<file path="src/rtl/pcl_pkg.sv">
package pcl_pkg;

    localparam logic [2:0] OPC_NTYPE = 3'b111;
    localparam logic [2:0] OPC_VEC   = 3'b110;
    localparam logic [1:0] FN_BRANCH = 2'b01;
    localparam logic [1:0] FN_LINK   = 2'b10;

    typedef enum logic [2:0] {
        ACT_STEP,
        ACT_BR_TAKEN,
        ACT_BR_FALL,
        ACT_LINK_JUMP,
        ACT_VEC_ADD,
        ACT_VEC_SHIFT
    } act_e;

endpackage

</file>
<file path="src/rtl/pcl_decode.sv">
module pcl_decode
    import pcl_pkg::*;
#(
    parameter int IMMH_W = 5,
    parameter int IMML_W = 4
) (
    input  logic [2:0]        opc,
    input  logic [1:0]        funct,
    input  logic              q_flag,
    input  logic [IMMH_W-1:0] imm_hi,
    input  logic [IMML_W-1:0] imm_lo,
    output act_e              act
);
    localparam int CMP_W = ((IMMH_W > IMML_W) ? IMMH_W : IMML_W) + 1;

    logic signed [CMP_W-1:0] hi_s;
    logic signed [CMP_W-1:0] lo_s;
    logic                    lo_below;

    always_comb begin
        hi_s     = CMP_W'($signed(imm_hi));
        lo_s     = CMP_W'($signed(imm_lo));
        lo_below = (lo_s < hi_s);
    end

    always_comb begin
        act = ACT_STEP;
        unique case (opc)
            OPC_NTYPE: begin
                unique case (funct)
                    FN_BRANCH: act = lo_below ? ACT_BR_TAKEN : ACT_BR_FALL;
                    FN_LINK:   act = ACT_LINK_JUMP;
                    default:   act = ACT_STEP;
                endcase
            end
            OPC_VEC: act = q_flag ? ACT_VEC_ADD : ACT_VEC_SHIFT;
            default: act = ACT_STEP;
        endcase
    end

endmodule

</file>
<file path="src/rtl/pcl_target.sv">
module pcl_target
    import pcl_pkg::*;
#(
    parameter int PC_W      = 16,
    parameter int IMMH_W    = 5,
    parameter int IMML_W    = 4,
    parameter int SH_W      = 3,
    parameter int KEEP_W    = 4,
    parameter int SCALE_LOG = 6
) (
    input  act_e              act,
    input  logic [PC_W-1:0]   pc_cur,
    input  logic [PC_W-1:0]   bank_word,
    input  logic [IMMH_W-1:0] imm_hi,
    input  logic [IMML_W-1:0] imm_lo,
    input  logic [PC_W-1:0]   rs_val,
    input  logic [SH_W-1:0]   shamt,
    output logic [PC_W-1:0]   pc_next,
    output logic [PC_W-1:0]   link_addr
);
    localparam int LOW_W = PC_W - KEEP_W;
    localparam int OFF_W = IMMH_W + IMML_W;

    logic [PC_W-1:0] rel_off;
    logic [PC_W-1:0] pow4;
    logic [PC_W-1:0] scaled_rs;
    logic [SH_W:0]   pow_sh;

    always_comb begin
        link_addr = pc_cur + PC_W'(2);
        rel_off   = PC_W'({1'b0, imm_hi, imm_lo}) << 1;
        pow_sh    = {shamt, 1'b0};
        pow4      = PC_W'(1) << pow_sh;
        scaled_rs = rs_val << SCALE_LOG;
    end

    always_comb begin
        pc_next = link_addr;
        unique case (act)
            ACT_STEP:      pc_next = link_addr;
            ACT_BR_TAKEN:  pc_next = {pc_cur[PC_W-1:LOW_W], bank_word[LOW_W-1:0]};
            ACT_BR_FALL:   pc_next = link_addr;
            ACT_LINK_JUMP: pc_next = link_addr + rel_off;
            ACT_VEC_ADD:   pc_next = pc_cur + scaled_rs + pow4;
            ACT_VEC_SHIFT: pc_next = pc_cur << shamt;
            default:       pc_next = link_addr;
        endcase
    end

    if (OFF_W + 1 > PC_W) begin : g_off_check
        initial $error("relative offset wider than PC");
    end

endmodule

</file>
<file path="src/rtl/pcl_bank.sv">
module pcl_bank #(
    parameter int W     = 16,
    parameter int DEPTH = 4,
    parameter int AW    = $clog2(DEPTH)
) (
    input  logic          clk,
    input  logic          rst,
    input  logic          we,
    input  logic [AW-1:0] wr_idx,
    input  logic [W-1:0]  wr_data,
    input  logic [AW-1:0] rd_idx,
    output logic [W-1:0]  rd_data
);
    logic [DEPTH-1:0][W-1:0] mem_q;

    for (genvar e = 0; e < DEPTH; e++) begin : g_entry
        always_ff @(posedge clk) begin
            if (rst) begin
                mem_q[e] <= '0;
            end else if (we && (wr_idx == AW'(e))) begin
                mem_q[e] <= wr_data;
            end
        end
    end

    always_comb rd_data = mem_q[rd_idx];

    AST_BANK_HOLD: assert property (@(posedge clk) disable iff (rst)
        !we |=> mem_q == $past(mem_q)) else $error("bank changed without write");

    AST_BANK_WRITE: assert property (@(posedge clk) disable iff (rst)
        we |=> mem_q[$past(wr_idx)] == $past(wr_data)) else $error("bank write lost");

endmodule

</file>
<file path="src/rtl/pc_link_unit.sv">
module pc_link_unit
    import pcl_pkg::*;
#(
    parameter int PC_W      = 16,
    parameter int IMMH_W    = 5,
    parameter int IMML_W    = 4,
    parameter int SH_W      = 3,
    parameter int BANK_N    = 4,
    parameter int KEEP_W    = 4,
    parameter int SCALE_LOG = 6
) (
    input  logic                      clk,
    input  logic                      rst,
    input  logic [2:0]                opc,
    input  logic [1:0]                funct,
    input  logic                      q_flag,
    input  logic [IMMH_W-1:0]         imm_hi,
    input  logic [IMML_W-1:0]         imm_lo,
    input  logic [$clog2(BANK_N)-1:0] bank_sel,
    input  logic [PC_W-1:0]           rs_val,
    input  logic [SH_W-1:0]           shamt,
    output logic [PC_W-1:0]           pc,
    output logic [PC_W-1:0]           bank_rd
);
    localparam int BA_W  = $clog2(BANK_N);
    localparam int LOW_W = PC_W - KEEP_W;
    localparam logic [BA_W-1:0] LINK_SLOT = BA_W'(BANK_N - 1);

    act_e            act;
    logic [PC_W-1:0] pc_q;
    logic [PC_W-1:0] pc_next;
    logic [PC_W-1:0] link_addr;
    logic [PC_W-1:0] bank_word;
    logic            bank_we;
    logic [BA_W-1:0] bank_widx;

    pcl_decode #(
        .IMMH_W (IMMH_W),
        .IMML_W (IMML_W)
    ) u_decode (
        .opc    (opc),
        .funct  (funct),
        .q_flag (q_flag),
        .imm_hi (imm_hi),
        .imm_lo (imm_lo),
        .act    (act)
    );

    pcl_target #(
        .PC_W      (PC_W),
        .IMMH_W    (IMMH_W),
        .IMML_W    (IMML_W),
        .SH_W      (SH_W),
        .KEEP_W    (KEEP_W),
        .SCALE_LOG (SCALE_LOG)
    ) u_target (
        .act       (act),
        .pc_cur    (pc_q),
        .bank_word (bank_word),
        .imm_hi    (imm_hi),
        .imm_lo    (imm_lo),
        .rs_val    (rs_val),
        .shamt     (shamt),
        .pc_next   (pc_next),
        .link_addr (link_addr)
    );

    always_comb begin
        bank_we   = 1'b0;
        bank_widx = bank_sel;
        unique case (act)
            ACT_BR_TAKEN: begin
                bank_we   = 1'b1;
                bank_widx = LINK_SLOT;
            end
            ACT_BR_FALL, ACT_LINK_JUMP: begin
                bank_we   = 1'b1;
                bank_widx = bank_sel;
            end
            default: begin
                bank_we   = 1'b0;
                bank_widx = bank_sel;
            end
        endcase
    end

    pcl_bank #(
        .W     (PC_W),
        .DEPTH (BANK_N)
    ) u_bank (
        .clk     (clk),
        .rst     (rst),
        .we      (bank_we),
        .wr_idx  (bank_widx),
        .wr_data (link_addr),
        .rd_idx  (bank_sel),
        .rd_data (bank_word)
    );

    always_ff @(posedge clk) begin
        if (rst) begin
            pc_q <= '0;
        end else begin
            pc_q <= pc_next;
        end
    end

    always_comb begin
        pc      = pc_q;
        bank_rd = bank_word;
    end

    AST_RESET_ZERO: assert property (@(posedge clk) disable iff (rst)
        $past(rst) |-> pc_q == '0) else $error("pc not cleared");

    AST_STEP_ADV: assert property (@(posedge clk) disable iff (rst)
        (act == ACT_STEP) |=> pc_q == $past(pc_q) + PC_W'(2)) else $error("step wrong");

    AST_TAKEN_SPLICE: assert property (@(posedge clk) disable iff (rst)
        (act == ACT_BR_TAKEN) |=> (pc_q[PC_W-1:LOW_W] == $past(pc_q[PC_W-1:LOW_W]))
            && (pc_q[LOW_W-1:0] == $past(bank_word[LOW_W-1:0]))) else $error("splice wrong");

    AST_FALL_ADV: assert property (@(posedge clk) disable iff (rst)
        (act == ACT_BR_FALL) |=> pc_q == $past(pc_q) + PC_W'(2)) else $error("fall wrong");

    AST_SHIFT_ZERO: assert property (@(posedge clk) disable iff (rst)
        (act == ACT_VEC_SHIFT && shamt == '0) |=> $stable(pc_q)) else $error("pc moved");

endmodule

</file>
<file path="config.mk">
export PLATFORM = sky130hd
export DESIGN_NAME = pc_link_unit
export DESIGN_NICKNAME = d
export VERILOG_FILES = /design/src/rtl/pcl_pkg.sv /design/src/rtl/pcl_decode.sv /design/src/rtl/pcl_target.sv /design/src/rtl/pcl_bank.sv /design/src/rtl/pc_link_unit.sv
export SDC_FILE = /design/constraint.sdc
export NUM_CORES = 1
export LEC_CHECK = 0
export BUFFER_PORTS_ARGS = -buffer_cell sky130_fd_sc_hd__buf_4
export CAP_MARGIN = 20
export CORE_ASPECT_RATIO = 1.75
export CORE_MARGIN = 4
export CORE_UTILIZATION = 32
export DETAILED_ROUTE_END_ITERATION = 8
export HOLD_SLACK_MARGIN = 0.06
export SLEW_MARGIN = 0
export SYNTH_ARGS = -nofsm -noshare
export SYNTH_HDL_FRONTEND = slang
export SYNTH_SLANG_ARGS = --single-unit
</file>
<file path="constraint.sdc">
create_clock -name clk -period 5.28 [get_ports clk]
set_input_delay 0 -clock clk [delete_from_list [all_inputs] [get_ports clk]]
set_output_delay 0 -clock clk [all_outputs]
set_load 0.01 [all_outputs]
</file>
==> metrics.cfg <==
[logic_synthesis]
netlist_instances = 645
synth.avg_cell_area_um2 = 8.993
synth.area.top_cells = sky130_fd_sc_hd__dfxtp_1, sky130_fd_sc_hd__a211oi_1, sky130_fd_sc_hd__mux4_2
number_of_distinct_standard_cells_referenced_by_the_synthesized_netlist = 67
combinational_family_with_the_most_area_after_synthesis = compound AO/OA/AOI/OAI gates
synth-edff-count = 0
synth-simple-area-share_pct = 15.10
compound_cell_area_share_of_the_yosys_netlist_pct = 20.51
yosysTopAreaCellShare_pct = 27.61
register_area_share_after_synthesis_pct = 27.61
synth.cell_area_mm2 = 0.005801
ys_warn_count = 0
synthDominantAreaCellType = sky130_fd_sc_hd__dfxtp_1
async_reset_ff_share_pct = 0
postSynthNetCount = 724
post_synth_fa_ha_maj_area_fraction_pct = 9.620
yosys_most_used_dff = sky130_fd_sc_hd__dfxtp_1
yosys.area_share.xor_xnor_pct = 5.673
ys_ff_latch = 80
synth.mux.area_fraction_pct = 15.36

[clock_tree]
cts_hold_buffers = 0
cts_post_setup_buffers_inserted = 0
cts-buffers-inserted = 9
clock_tree_from_tritoncts = built
insertion_delay_ps = 340
cts_root_buf = sky130_fd_sc_hd__clkbuf_16
tritoncts_num_sinks = 80
cts_buffer_depth = 2
path_clk_slew_ps = 60
cts.repair.resized = 0
htree_num_levels = 3

[detailed_routing]
initialDrtViolationCount = 253
detail-route-antenna-nets = 0
drt_pass1_iterations = 5
post_drt_wl_per_cell_um = 18.48
drt_wl_total_um = 16800
detail_route.drc_violations = 0
routed_via_density = 5.439
detailroute.via_count = 4944

[sta]
fin_skew_ps = 4.466
rsz0062_at_grt = no
setup_violations = 0
transition_time_of_the_tightest_slew_check_pin_ps = 824.5
finalWorstPathRequiredPeriod_ps = 3872
final-hold-violation-count = 0
maxClockFrequency_mhz = 258.3
timing_max_transition_violations_final = 0
final.period_utilization_pct = 73.33
tightest_slew_margin_relative_to_the_limit_pct = 45.03
setup_total_negative_slack_ps = 0

[power]
power_frac_comb_pct = 18.4
power-per-cell-area_mw_per_mm2 = 227.9
total_power_mw = 1.527
irDropWorstVdd_v = 0.0001185
switchingPower_mw = 0.4373
power_leakage_nw = 2.591
cellInternalPower_mw = 1.089
power.share.sequential_pct = 41.5
clock_power_share_pct = 40.0
swShare_pct = 28.64

[grt]
grt_antenna_before_repair = 0
track_usage_pct = 16.84
wire_length_of_the_first_global_routing_pass_um = 26560
grt_pass1_vias = 4892
grt_start_max_net_pins = 78
gr-total-overflow = 0

[floorplan]
die_x_um = 109.8
die-height_um = 186.1
floorplan.initialDensity_pct = 32.93
die_area_mm2 = 0.02043
placementRows = 64
coreArea_mm2 = 0.01762
num_io_pins = 70

[run]
max-cap-violations = 0

[setup_path]
worst_ep_required_time_ps = 5520
max_stage_delay_ps = 650
arrival_ps = 4110
timing.critical_path.to_type = flop
cp_max_fo = 13
setup.worst_path.class = reg2reg
crit_chain = ha_1, and4_1, nand2_1, xor2_1, inv_1, ha_1, nor3_1, o211ai_1, a41oi_1, nor3_1, xor2_1, o22ai_1, o21a_1
slowest_stage = sky130_fd_sc_hd__dfxtp_1
worst_setup_path_start_kind = flop

[final_layout]
finish.cell_count_without_fillers = 909
drive_above_1_share_pct = 18.29
antenna_cells_inserted = 0
layout-area-overhead-vs-synth_pct = 15.47
fill_cells = 1839
layout_nets = 753

[place]
gp_routability_congestion = 0.8894
hpwlAfterDp_um = 12570
io_buffer_count = 63
dpl.cell_count = 894

[hold_path]
hold_path.class = in2reg

[run_status]
outcome = finished, final reports clean

-- sequential cells by signal (all words and copies together) (netlist names) --
signal / cells
pc: 16
u_bank.mem_q: 64
-- cells by family after synthesis --
| family | count (synthesis) |
|---|---|
| AO/OA/AOI/OAI | 169 |
| XOR/XNOR | 35 |
| adder cells (fa/ha/maj) | 41 |
| buffers and inverters | 86 |
| flip-flops | 80 |
| multiplexers | 53 |
| AND/OR/NAND/NOR | 181 |
-- cell usage after synthesis, types with 4 or more instances --
| master | instances |
|---|---|
| sky130_fd_sc_hd__nor2_1 | 96 |
| sky130_fd_sc_hd__dfxtp_1 | 80 |
| sky130_fd_sc_hd__a211oi_1 | 66 |
| sky130_fd_sc_hd__inv_1 | 36 |
| sky130_fd_sc_hd__ha_1 | 35 |
| sky130_fd_sc_hd__a21oi_1 | 27 |
| sky130_fd_sc_hd__nand2_1 | 27 |
| sky130_fd_sc_hd__mux2i_1 | 26 |
| sky130_fd_sc_hd__clkbuf_1 | 25 |
| sky130_fd_sc_hd__mux4_2 | 21 |
| sky130_fd_sc_hd__buf_2 | 20 |
| sky130_fd_sc_hd__xor2_1 | 17 |
| sky130_fd_sc_hd__xnor2_1 | 15 |
| sky130_fd_sc_hd__o21ai_0 | 13 |
| sky130_fd_sc_hd__o22ai_1 | 8 |
| sky130_fd_sc_hd__a221oi_1 | 7 |
| sky130_fd_sc_hd__nand3_1 | 7 |
| sky130_fd_sc_hd__nor2b_1 | 7 |
| sky130_fd_sc_hd__nor3_1 | 7 |
| sky130_fd_sc_hd__fa_1 | 6 |
| sky130_fd_sc_hd__mux4_1 | 6 |
| sky130_fd_sc_hd__o21a_1 | 6 |
| sky130_fd_sc_hd__o21ai_1 | 5 |
| sky130_fd_sc_hd__a21o_1 | 4 |
| sky130_fd_sc_hd__a31oi_1 | 4 |
| sky130_fd_sc_hd__nand2b_1 | 4 |
| sky130_fd_sc_hd__nand4_1 | 4 |
-- path summary, 6_finish.rpt --
kind | start | end | slack (ps) | cells after the start
hold reg to reg | u_bank.mem_q[18] | u_bank.mem_q[18] | 490 | 2
setup / recovery | pc[1] | pc[14] | 1410 | 13
setup reg to reg | pc[1] | pc[14] | 1410 | 13
hold / removal | imm_lo[0] | pc[1] | 130 | 4
-- layer usage --
metal	part of all wire (%)	wire [um]	track usage, %	vias to the layer above
met1	40	6703	19.40	2374
met3	2.9	490	1.666	31
met2	54	8989	30.44	103
met5	0	0	0	-
li1	-	-	-	2436
met4	3.7	617	8.387	0
-- per-stage QoR --
| stage | setup slack (ps) | area [um^2] | utilization (%) | hold WS [ps] |
|---|---|---|---|---|
| global route | 1122 | 6698 | 38.02 | 164.3 |
| floorplan | 2274 | 5801 | - | 199.3 |
| detailed placement | 1426 | 6406 | 36.36 | 474.6 |
| CTS | 1406 | 6698 | 38.02 | 123.3 |
| global placement | 1415 | 6406 | 36.36 | 461.4 |
| finish | 1408 | 6698 | 38.02 | 131.4 |
-- cells in the final DEF (no fill, tap or decap), drive strengths merged, types with 4 or more instances in the layout --
master	n
a211oi	66
a21o	4
a21oi	27
a221oi	8
a31oi	4
and2	4
buf	67
clkbuf	12
dfxtp	80
fa	6
ha	35
inv	38
mux2i	26
mux4	27
nand2	27
nand2b	4
nand3	8
nand4	6
nor2	97
nor2b	7
nor3	7
nor4	4
o21a	6
o21ai	18
o22ai	8
xnor2	16
xor2	19
-- area by class of cell --
type	instances	area (um^2)	area share (%)
multi-input combinational	479	3874	57.84
sequential	80	1602	23.91
clock inverter	3	25.02	0.3736
timing repair buffer	67	503.0	7.510
tap	231	289.0	4.315
clock buffer	12	266.5	3.979
inverter	37	138.9	2.074
-- worst max-delay path, delay by kind of cell (launching register included) --
kind,cells,cell delay (ps)
and+or+nand+nor,4,820
DFF,1,650
buffers and inverters,1,100
xor gates and xnor gates,2,590
adders and majority gates,2,640
AOI/OAI and AO/OA,4,960
-- power groups by stage --
stage	clock (mW)	sequential (mW)	combinational [mW]
finish	0.611	0.634	0.281
global placement	0	0.647	0.279
floorplan	0	0.639	0.200
CTS	0.624	0.634	0.281
detailed placement	0	0.648	0.280
global route	0.645	0.636	0.311
Power figures use the tool's default switching activity.
